===== src/rtl/cfgld_pkg.sv =====
package cfgld_pkg;
  typedef enum logic [3:0] {
    ST_IDLE, ST_START, ST_PICK, ST_REQ, ST_WSTAT, ST_FETCH, ST_LOSET,
    ST_LOCLK, ST_HISET, ST_HICLK, ST_WDONE, ST_NEXT, ST_FIN
  } ldState_t;

  typedef struct packed {
    logic tgt;
    logic loadAddr;
    logic fetch;
    logic putLo;
    logic putHi;
    logic clkHi;
    logic advance;
  } ldStrobe_t;
endpackage


===== src/rtl/cfgld_datapath.sv =====
module cfgld_datapath
  import cfgld_pkg::*;
#(
  parameter int          FLASH_AW  = 26,
  parameter logic [31:0] IMG0_BASE = 32'h0002_0000,
  parameter logic [31:0] IMG0_LAST = 32'h0209_FFFF,
  parameter logic [31:0] IMG1_BASE = 32'h020A_0000,
  parameter logic [31:0] IMG1_LAST = 32'h040F_FFFF,
  parameter logic [31:0] OPT_BASE  = 32'h0001_8000,
  parameter logic [31:0] OPT_SIZE  = 32'h0000_2000,
  parameter int          RD_WAIT   = 4
) (
  input  logic                clk,
  input  logic                rstN,
  input  ldStrobe_t           stb,
  input  logic [15:0]         flashData,
  output logic [FLASH_AW-1:0] flashAddr,
  output logic                flashRdN,
  output logic [7:0]          cfgData,
  output logic                cfgClk,
  output logic                waitDone,
  output logic                lastWord,
  output logic                optHit
);
  localparam int WAIT_W = $clog2(RD_WAIT + 1);
  localparam logic [31:0] OPT_END = OPT_BASE + OPT_SIZE - 32'd1;
  localparam logic [FLASH_AW-1:0] W0_BASE  = IMG0_BASE[FLASH_AW:1];
  localparam logic [FLASH_AW-1:0] W0_LAST  = IMG0_LAST[FLASH_AW:1];
  localparam logic [FLASH_AW-1:0] W1_BASE  = IMG1_BASE[FLASH_AW:1];
  localparam logic [FLASH_AW-1:0] W1_LAST  = IMG1_LAST[FLASH_AW:1];
  localparam logic [FLASH_AW-1:0] OPT_W_LO = OPT_BASE[FLASH_AW:1];
  localparam logic [FLASH_AW-1:0] OPT_W_HI = OPT_END[FLASH_AW:1];

  logic [FLASH_AW-1:0] addr;
  logic [15:0]         wordReg;
  logic [WAIT_W-1:0]   waitCnt;
  logic                tgtReg;
  logic                readActive;
  logic [FLASH_AW-1:0] curBase, curLast;

  assign curBase    = tgtReg ? W1_BASE : W0_BASE;
  assign curLast    = tgtReg ? W1_LAST : W0_LAST;
  assign optHit     = (addr >= OPT_W_LO) && (addr <= OPT_W_HI);
  assign readActive = stb.fetch && !optHit;
  assign waitDone   = (waitCnt == WAIT_W'(RD_WAIT - 1));
  assign lastWord   = (addr == curLast);
  assign flashAddr  = addr;
  assign flashRdN   = !readActive;

  always_ff @(posedge clk or negedge rstN) begin
    if (!rstN) begin
      addr    <= '0;
      wordReg <= '0;
      waitCnt <= '0;
      tgtReg  <= 1'b0;
      cfgData <= '0;
      cfgClk  <= 1'b0;
    end else begin
      cfgClk <= stb.clkHi;
      if (stb.loadAddr) begin
        addr   <= stb.tgt ? W1_BASE : W0_BASE;
        tgtReg <= stb.tgt;
      end else if (stb.advance) begin
        addr <= addr + 1'b1;
      end
      if (readActive) waitCnt <= waitCnt + 1'b1;
      else            waitCnt <= '0;
      if (readActive && waitDone) wordReg <= flashData;
      if (stb.putLo) cfgData <= wordReg[7:0];
      if (stb.putHi) cfgData <= wordReg[15:8];
    end
  end


  rd_in_image_chk: assert property (@(posedge clk) disable iff (!rstN)
    !flashRdN |-> (flashAddr >= curBase && flashAddr <= curLast));


  byte_hold_chk: assert property (@(posedge clk) disable iff (!rstN)
    cfgClk |-> $stable(cfgData));
endmodule


===== src/rtl/cfgld_control.sv =====
module cfgld_control
  import cfgld_pkg::*;
#(
  parameter int REQ_CYC = 4
) (
  input  logic       clk,
  input  logic       rstN,
  input  logic       enStrapN,
  input  logic       startReq,
  input  logic [1:0] tgtEnN,
  input  logic [1:0] tgtStatus,
  input  logic [1:0] tgtDone,
  input  logic       waitDone,
  input  logic       lastWord,
  input  logic       optHit,
  output ldStrobe_t  stb,
  output logic [1:0] cfgReqN,
  output logic [1:0] errFlag,
  output logic       allDone
);
  localparam int REQ_W = $clog2(REQ_CYC + 1);

  ldState_t         st, nxt;
  logic             cur;
  logic [REQ_W-1:0] reqCnt;
  logic             streaming, abortNow;

  assign streaming = (st == ST_FETCH) || (st == ST_LOSET) || (st == ST_LOCLK) ||
                     (st == ST_HISET) || (st == ST_HICLK) || (st == ST_WDONE);
  assign abortNow  = (streaming && !tgtStatus[cur]) || ((st == ST_FETCH) && optHit);

  always_comb begin
    nxt = st;
    stb = '0;
    stb.tgt = cur;
    case (st)
      ST_IDLE:  if (startReq) nxt = ST_START;
      ST_START: nxt = enStrapN ? ST_IDLE : ST_PICK;
      ST_PICK: begin
        if (!tgtEnN[cur]) begin
          stb.loadAddr = 1'b1;
          nxt = ST_REQ;
        end else begin
          nxt = ST_NEXT;
        end
      end
      ST_REQ:   if (reqCnt == REQ_W'(REQ_CYC - 1)) nxt = ST_WSTAT;
      ST_WSTAT: if (tgtStatus[cur]) nxt = ST_FETCH;
      ST_FETCH: begin
        stb.fetch = 1'b1;
        if (waitDone) nxt = ST_LOSET;
      end
      ST_LOSET: begin stb.putLo = 1'b1; nxt = ST_LOCLK; end
      ST_LOCLK: begin stb.clkHi = 1'b1; nxt = ST_HISET; end
      ST_HISET: begin stb.putHi = 1'b1; nxt = ST_HICLK; end
      ST_HICLK: begin
        stb.clkHi = 1'b1;
        if (lastWord) nxt = ST_WDONE;
        else begin
          stb.advance = 1'b1;
          nxt = ST_FETCH;
        end
      end
      ST_WDONE: if (tgtDone[cur]) nxt = ST_NEXT;
      ST_NEXT:  nxt = cur ? ST_FIN : ST_PICK;
      ST_FIN:   nxt = ST_IDLE;
      default:  nxt = ST_IDLE;
    endcase
    if (abortNow) begin
      stb = '0;
      stb.tgt = cur;
      nxt = ST_NEXT;
    end
  end

  always_ff @(posedge clk or negedge rstN) begin
    if (!rstN) begin
      st      <= ST_START;
      cur     <= 1'b0;
      reqCnt  <= '0;
      cfgReqN <= 2'b11;
      errFlag <= 2'b00;
      allDone <= 1'b0;
    end else begin
      st <= nxt;
      case (st)
        ST_START: if (nxt == ST_PICK) begin
          cur     <= 1'b0;
          errFlag <= 2'b00;
          allDone <= 1'b0;
        end
        ST_PICK: if (stb.loadAddr) begin
          cfgReqN[cur] <= 1'b0;
          reqCnt       <= '0;
        end
        ST_REQ: begin
          reqCnt <= reqCnt + 1'b1;
          if (nxt == ST_WSTAT) cfgReqN <= 2'b11;
        end
        ST_NEXT: if (!cur) cur <= 1'b1;
        ST_FIN:  allDone <= (errFlag == 2'b00);
        default: ;
      endcase
      if (abortNow) errFlag[cur] <= 1'b1;
    end
  end


  one_req_chk: assert property (@(posedge clk) disable iff (!rstN)
    $onehot0(~cfgReqN));


  done_clean_chk: assert property (@(posedge clk) disable iff (!rstN)
    allDone |-> (errFlag == 2'b00));
endmodule


===== src/rtl/dual_cfg_loader.sv =====
module dual_cfg_loader
  import cfgld_pkg::*;
#(
  parameter int          FLASH_AW  = 26,
  parameter logic [31:0] IMG0_BASE = 32'h0002_0000,
  parameter logic [31:0] IMG0_LAST = 32'h0209_FFFF,
  parameter logic [31:0] IMG1_BASE = 32'h020A_0000,
  parameter logic [31:0] IMG1_LAST = 32'h040F_FFFF,
  parameter logic [31:0] OPT_BASE  = 32'h0001_8000,
  parameter logic [31:0] OPT_SIZE  = 32'h0000_2000,
  parameter int          RD_WAIT   = 4,
  parameter int          REQ_CYC   = 4
) (
  input  logic                clk,
  input  logic                rstN,
  input  logic                enStrapN,
  input  logic                startReq,
  input  logic [1:0]          tgtEnN,
  output logic [FLASH_AW-1:0] flashAddr,
  output logic                flashRdN,
  input  logic [15:0]         flashData,
  output logic                cfgClk,
  output logic [7:0]          cfgData,
  output logic [1:0]          cfgReqN,
  input  logic [1:0]          tgtStatus,
  input  logic [1:0]          tgtDone,
  output logic [1:0]          errFlag,
  output logic                allDone
);
  ldStrobe_t stb;
  logic      waitDone, lastWord, optHit;

  cfgld_control #(.REQ_CYC(REQ_CYC)) uCtrl (
    .clk(clk), .rstN(rstN), .enStrapN(enStrapN), .startReq(startReq),
    .tgtEnN(tgtEnN), .tgtStatus(tgtStatus), .tgtDone(tgtDone),
    .waitDone(waitDone), .lastWord(lastWord), .optHit(optHit),
    .stb(stb), .cfgReqN(cfgReqN), .errFlag(errFlag), .allDone(allDone)
  );

  cfgld_datapath #(
    .FLASH_AW(FLASH_AW), .IMG0_BASE(IMG0_BASE), .IMG0_LAST(IMG0_LAST),
    .IMG1_BASE(IMG1_BASE), .IMG1_LAST(IMG1_LAST), .OPT_BASE(OPT_BASE),
    .OPT_SIZE(OPT_SIZE), .RD_WAIT(RD_WAIT)
  ) uDp (
    .clk(clk), .rstN(rstN), .stb(stb), .flashData(flashData),
    .flashAddr(flashAddr), .flashRdN(flashRdN), .cfgData(cfgData),
    .cfgClk(cfgClk), .waitDone(waitDone), .lastWord(lastWord), .optHit(optHit)
  );
endmodule


===== config.mk =====
export PLATFORM = sky130hd
export DESIGN_NAME = dual_cfg_loader
export DESIGN_NICKNAME = d
export VERILOG_FILES = /design/src/rtl/cfgld_pkg.sv /design/src/rtl/cfgld_datapath.sv /design/src/rtl/cfgld_control.sv /design/src/rtl/dual_cfg_loader.sv
export SDC_FILE = /design/constraint.sdc
export NUM_CORES = 1
export LEC_CHECK = 0
export ABC_AREA = 0
export BUFFER_PORTS_ARGS = -buffer_cell sky130_fd_sc_hd__buf_2
export CORE_MARGIN = 4
export CORE_UTILIZATION = 30
export CTS_BUF_LIST = sky130_fd_sc_hd__clkbuf_2 sky130_fd_sc_hd__clkbuf_4 sky130_fd_sc_hd__clkbuf_8
export CTS_CLUSTER_SIZE = 10
export DETAILED_ROUTE_END_ITERATION = 6
export PLACE_DENSITY = 0.56
export SYNTH_ARGS = -nofsm -noshare
export SYNTH_HDL_FRONTEND = slang
export SYNTH_SLANG_ARGS = --single-unit

===== constraint.sdc =====
create_clock -name clk -period 3 [get_ports clk]
set_clock_uncertainty 0.2 [all_clocks]
set_input_delay 0.45 -clock clk [delete_from_list [all_inputs] [get_ports clk]]
set_output_delay 0.45 -clock clk [all_outputs]
set_load 0.02 [all_outputs]

== Word level (Yosys, flattened, before mapping) ==
Cells that the tools add are included.

* Flip-flop bits (word level): 68
* Bits of input ports: 26
* Output and inout bits: 41
* Logic and storage cells: 115

* $add $sub $neg: 3
* $lt $le $gt $ge: 4
* Equal/unequal tests: 20
* Multiplexer cells: 46
* Bitwise gates (word level): 3
* Reduce and logical (&&, ||, !) cells: 27

{| class="wikitable"
|+ Operator list
! cell !! number
|-
| two-way mux 26 bit || 3
|-
| case mux 4 bit (12 select lines) || 1
|-
| two-way mux 4 bit || 9
|-
| adder 26 x 1 -> 26 bit (second input constant) || 1
|-
| == test 26 bit || 1
|-
| greater-or-equal comparator 26 x 16 -> 1 bit (second input constant) || 1
|-
| less-or-equal comparator 26 x 16 -> 1 bit (second input constant) || 1
|-
| two-way mux 25 bit || 1
|-
| == test 4 x 3 -> 1 bit (second input constant) || 5
|-
| == test 4 bit (second input constant) || 5
|-
| two-way mux 1 bit || 16
|-
| two-way mux 8 bit || 2
|-
| == test 4 x 2 -> 1 bit (second input constant) || 3
|-
| two-way mux 2 bit || 6
|-
| nonzero test 2 bit || 5
|-
| adder 3 x 1 -> 3 bit (second input constant) || 2
|-
| == test 3 x 2 -> 1 bit (second input constant) || 2
|-
| logical AND 1 bit || 6
|-
| logical OR 1 bit || 6
|-
| two-way mux 3 bit || 2
|-
| two-way mux 6 bit || 1
|-
| case mux 3 bit (2 select lines) || 1
|-
| AND reduction 2 bit || 3
|-
| == test 4 x 1 -> 1 bit (second input constant) || 1
|-
| 15 further kinds || 19
|}

== Depth between registers and ports, before layout ==
* Word-level depth: 14
* Depth in mapped cells: 8

== Hierarchy ==
A second synthesis with hierarchy kept.

* Cells, all modules: 339
* Area total of the unflattened synthesis: 3508.4 um^2

{| class="wikitable"
|+ Modules (own cells, without submodules)
! module !! times used !! cells each !! area an instance (um^2)
|-
| cfgld_datapath || 1 || 245 || 2680.1
|-
| cfgld_control || 1 || 94 || 828.3
|}

== Worst setup path after synthesis ==
Ideal clock, no wire load.

* Path type: register to register
* From: register uDp.addr[17], in the netlist uDp.flashAddr[17]
* To: register uDp.wordReg[10]
* Setup time: 0.127 ns
* Arrival time: 2.328 ns
* Setup slack: 0.345 ns
* Stages on the path, launching flop included: 9
* Buffers on the path: 3
* Period minus slack after synthesis: 2.655 ns
* Cell sequence: dfrtp_1 -> buf_2 -> nor3_2 -> nand4b_4 -> o41ai_4 -> or2_1 -> buf_4 -> buf_8 -> mux2_1

* Word-level cells in the longest chain between the ends: 7
* Elaborated cells on any way between the ends: 9
* Those cells by class: order compare (2); mux (1); reduce/logical (6)

{| class="wikitable"
|+ RTL lines
! what !! line !! text
|-
| from (decl) || cfgld_datapath.sv:34 || <nowiki>logic [FLASH_AW-1:0] addr;</nowiki>
|-
| from (signal assigned) || cfgld_datapath.sv:61 || <nowiki>addr <= stb.tgt ? W1_BASE : W0_BASE;</nowiki>
|-
| from (signal assigned) || cfgld_datapath.sv:64 || <nowiki>addr <= addr + 1'b1;</nowiki>
|-
| greater-or-equal comparator 26 x 16 -> 1 bit or less-or-equal comparator 26 x 16 -> 1 bit (tied branches) || cfgld_datapath.sv:43 || <nowiki>assign optHit = (addr >= OPT_W_LO) && (addr <= OPT_W_HI);</nowiki>
|-
| logical AND 1 bit (*) || cfgld_datapath.sv:43 ||
|-
| logical AND 1 bit || cfgld_control.sv:30 || <nowiki>assign abortNow = (streaming && !tgtStatus[cur]) || ((st == ST_FETCH) && optHit);</nowiki>
|-
| logical OR 1 bit || cfgld_control.sv:30 ||
|-
| two-way mux 6 bit || cfgld_control.sv:69 || <nowiki>if (abortNow) begin</nowiki>
|-
| logical AND 1 bit (*) || cfgld_datapath.sv:44 || <nowiki>assign readActive = stb.fetch && !optHit;</nowiki>
|-
| logical AND 1 bit (*) || cfgld_datapath.sv:68 || <nowiki>if (readActive && waitDone) wordReg <= flashData;</nowiki>
|-
| to (signal assigned) || cfgld_datapath.sv:68 ||
|-
| to (decl) || cfgld_datapath.sv:35 || <nowiki>logic [15:0] wordReg;</nowiki>
|}

Every way passes the cells marked *; elsewhere a longest branch is shown, timed or not.
A chain may end at the register's enable or synchronous reset.

== Worst setup path in the final report ==
* From: register uCtrl.st[0]
* To: output flashRdN

* Word-level cells in the longest chain between the ends: 11
* Elaborated cells on any way between the ends: 18
* Those cells by class: eq/ne (6); mux (2); reduce/logical (10)

{| class="wikitable"
|+ RTL lines
! what !! line !! text
|-
| from (decl) || cfgld_control.sv:23 || <nowiki>ldState_t st, nxt;</nowiki>
|-
| from (signal assigned) || cfgld_control.sv:85 || <nowiki>st <= nxt;</nowiki>
|-
| == test 4 x 3 -> 1 bit (on tied branches) || cfgld_control.sv:28, cfgld_control.sv:30, cfgld_control.sv:36 ||
|-
| logical OR 1 bit (3 in a row) || cfgld_control.sv:28 || <nowiki>assign streaming = (st == ST_FETCH) || (st == ST_LOSET) || (st == ST_LOCLK) ||</nowiki>
|-
| logical OR 1 bit (2 in a row) || cfgld_control.sv:29 || <nowiki>(st == ST_HISET) || (st == ST_HICLK) || (st == ST_WDONE);</nowiki>
|-
| logical AND 1 bit || cfgld_control.sv:30 ||
|-
| logical OR 1 bit || cfgld_control.sv:30 ||
|-
| two-way mux 6 bit (*) || cfgld_control.sv:69 ||
|-
| logical AND 1 bit (*) || cfgld_datapath.sv:44 ||
|-
| logical NOT 1 bit (*) || cfgld_datapath.sv:48 || <nowiki>assign flashRdN = !readActive;</nowiki>
|-
| to (decl) || dual_cfg_loader.sv:20 || <nowiki>output logic flashRdN,</nowiki>
|}

Marks and branches as above.

==> reports/metrics.yaml <==
run_status:
  status: "finished clean"
clocking:
  cts_made_buffers: 9
  cts.sinks: 68
  post-cts-setup-buffer-count: 0
  worstSkewPairLatency_ns: 0.36
  cts_root_buffer: "clkbuf_8"
  cts_tree: "done"
  clkTransAtPathRegs_ns: 0.08
  htreeDepth: 3
  clockBufferDepth: 2
synthesis:
  synth-compound-area-share_pct: 17.08
  yosys.cell_types.count: 67
  synth_top_family_by_area: "simple AND/OR/NAND/NOR gates"
  yosysTopAreaCell: "dfrtp_1"
  syn_nets: 423
  ys_seq_area_share_pct: 44.87
  async_reset_ff_share_pct: 100.0
  dominantRegCellSynth: "dfrtp_1"
  muxShareOfSynthArea_pct: 7.143
  ys_top_cells_by_area: "dfrtp_1 43%, a21oi_1 4.3%, mux2_1 4.1%"
  avgSynthCellArea_um2: 9.722
  yosys.area_share.simple_pct: 24.36
  synth-seq-cells: 68
  synth_top_area_share_pct: 42.79
  synthXorXnorAreaFrac_pct: 0.2304
  ys_warn_count: 0
  synth_fa_ha_area_share_pct: 1.975
  syn_inst: 391
  synth-edff-count: 0
  synth_area_um2: 3801
power:
  pwr-share-seq_pct: 39.8
  p_sw_share_pct: 40.54
  leakagePower_uw: 0.002092
  clkPwrFrac_pct: 24.2
  p_switching_uw: 1337
  ir_drop_v: 0.0002877
  internal_power_uw: 1961
  p_comb_share_pct: 36.0
  pwr_density_cell_nw_per_um2: 721.9
  power.total_uw: 3299
global_routing:
  grt_usage_pct: 14.81
  first_global_vias: 3343
  grt_pass1_wl_mm: 17.16
  grt_overflow: 0
  grt_max_degree: 26
  antenna_found_initial: 0
final_layout:
  n_antenna_cell: 0
  drive_gt1_share_pct: 25.59
  final_net_count: 496
  area_growth_pct: 20.21
worst_setup_path:
  path_cells: "inv_1, nor4_2, o41ai_4, buf_2"
  critPathSlowestCell: "dfstp_2"
  cp.arrival_ns: 2.10
  cpLargestDelayFamily: "flip-flops"
  critPathKind: "reg -> out"
  cp.buffers_inverters: 2
  slowest_delay_ns: 0.75
  crit_fanout: 21
  startpoint_type: "flop"
  required_ns: 2.35
  crit_path_end_kind: "output port"
sta:
  fin_crit_ns: 2.754
  slew_headroom_pct: 49.05
  hold_slack_ns: 0.08897
  max_freq_mhz: 363.1
  final_hold_viol_count: 0
  setup_violations: 0
  setup-tns-final_ns: 0
  worst_slack_ns: 0.2462
  rsz0062_at_grt: "no"
  tightest_slew_ns: 0.7643
  period_share_pct: 91.79
  drv_slew: 0
die:
  start_util_pct: 31.13
  core_area_um2: 12210
  io_pins: 67
  dieArea_um2: 14540
  die_h_um: 120.6
  placementRows: 40
  die_w_um: 120.6
drt:
  wl_mm: 10.21
  via_count: 3384
  via_per_inst: 5.312
  drtIter0Drc: 175
  wire_per_inst_um: 16.03
  drc_errors: 0
  antenna_left: 0
  first_pass_iters: 4
placement:
  post-dp-hpwl_mm: 7.584
  post-place-ws_ns: 0.1693
  numPortBuffers: 66
  gp_congestion: 0.8475
worst_hold_path:
  worstHoldPathType: "in -> reg"
job:
  maxCapViolCount: 0
layer usage:
metal | vias to the layer above | track usage, % | part of all wire (%)
met4 | 0 | 5.028 | 1.4
met3 | 10 | 4.163 | 6.6
met2 | 97 | 22.63 | 47
li1 | 1605 | - | -
met5 | - | 0 | 0
met1 | 1672 | 20.17 | 45
stage by stage:
| stage | cells | cell area (um^2) | utilization (%) |
|---|---|---|---|
| final | 637 | 4569 | 37.42 |
| after global placement | 620 | 4349 | 35.61 |
| after detailed placement | 620 | 4349 | 35.61 |
| after global routing | 637 | 4569 | 37.42 |
| after floorplan | 391 | 3801 | - |
| after CTS | 637 | 4569 | 37.42 |
synth_stat cells, drive strengths merged (6+ instances only):
cell    count
nor2       24
nor4        7
ha          6
o21ai      17
inv        14
and4        7
mux2i       8
clkbuf      9
and3        6
o31ai      17
nand2      41
a21oi      33
buf        12
nand3      22
or4         8
nor3       11
mux2       17
dfrtp      65
worst register-to-register path: cells and delay by family, from the launching register on:
| family | cells | cell delay [ns] |
|---|---|---|
| compound gates | 1 | 0.17 |
| simple gates | 2 | 0.86 |
| buf+inv | 1 | 0.24 |
| flops | 1 | 0.75 |
| mux | 1 | 0.38 |
area by class of cell:
type                            count  area (um^2)
Sequential cell                    68         1705
Clock buffer                       10        137.6
Clock inverter                      6        72.57
Timing Repair Buffer               83        460.4
Tap cell                          168        210.2
Inverter                           14        52.55
Fill cell                        1287         7642
Multi-Input combinational cell    288         1931
layout by cell type, fill, tap and decap left out, types with 3 or more instances in the layout:
master     synthesis  final
a21oi_1           33     33
a2bb2oi_1          4      4
and3_1             6      6
and4_1             7      7
buf_2              6     66
buf_4              4     16
clkbuf_8           0     10
clkinv_4           0      3
dfrtp_1           65     65
dfstp_2            3      3
ha_1               6      6
inv_1             14     14
mux2_1            14     14
mux2_2             3      3
mux2i_1            8      8
nand2_1           41     41
nand2b_1           3      3
nand3_1           22     22
nand4_1            4      4
nor2_1            23     23
nor2b_1            3      3
nor3_1             9      9
nor4_1             3      3
nor4_2             3      3
o211ai_1           4      4
o21ai_0           16     16
o31ai_1           17     17
or3_1              5      5
or4_1              8      8
final timing paths:
path / start / end / slack [ns] / depth (start not counted)
worst max-delay path: uCtrl.st[0]$_DFF_PN1_ / flashRdN / 0.25 / 4
worst min-delay path: flashData[7] / uDp.wordReg[7]$_DFFE_PN0P_ / 0.09 / 2
worst max register to register: uCtrl.st[0]$_DFF_PN1_ / uDp.wordReg[1]$_DFFE_PN0P_ / 0.28 / 5
worst min register to register: uDp.waitCnt[0]$_DFF_PN0_ / uDp.waitCnt[0]$_DFF_PN0_ / 0.24 / 1
max in group asynchronous: rstN / uCtrl.st[0]$_DFF_PN1_ / 1.39 / 3
min in group asynchronous: rstN / uDp.flashAddr[8]$_DFFE_PN0P_ / 0.43 / 2
power by group through the flow:
stage               clock network (uW)  registers [uW]  logic (uW)
finish                             799            1310        1190
CTS                                823            1310        1200
global route                       864            1350        1340
floorplan                            0            1380         724
global placement                     0            1320        1180
detailed placement                   0            1330        1200
flip-flops by register name (all words and copies together) (netlist names):
| register | count |
|---|---|
| uDp.flashAddr | 26 |
| uDp.wordReg | 16 |
| uDp.cfgData | 8 |
| uCtrl.st | 4 |
| uCtrl.reqCnt | 3 |
| uDp.waitCnt | 3 |
| uCtrl.cfgReqN | 2 |
| uCtrl.errFlag | 2 |
| uCtrl.allDone | 1 |
| uCtrl.cur | 1 |
| uDp.cfgClk | 1 |
| uDp.tgtReg | 1 |
kinds of logic after synthesis:
kind of cell	after synthesis
multiplexers	25
buffers and inverters	35
AND/OR/NAND/NOR	159
AO/OA/AOI/OAI	97
XOR/XNOR	1
adder cells (fa/ha/maj)	6
flip-flops	68
repair_timing:
action,CTS,global route
hold buffers,1,0
resized for setup,0,1
endpoints found under the hold margin,19,0
setup endpoints to repair,0,3
Note: power is estimated with default switching activity, not from simulation.
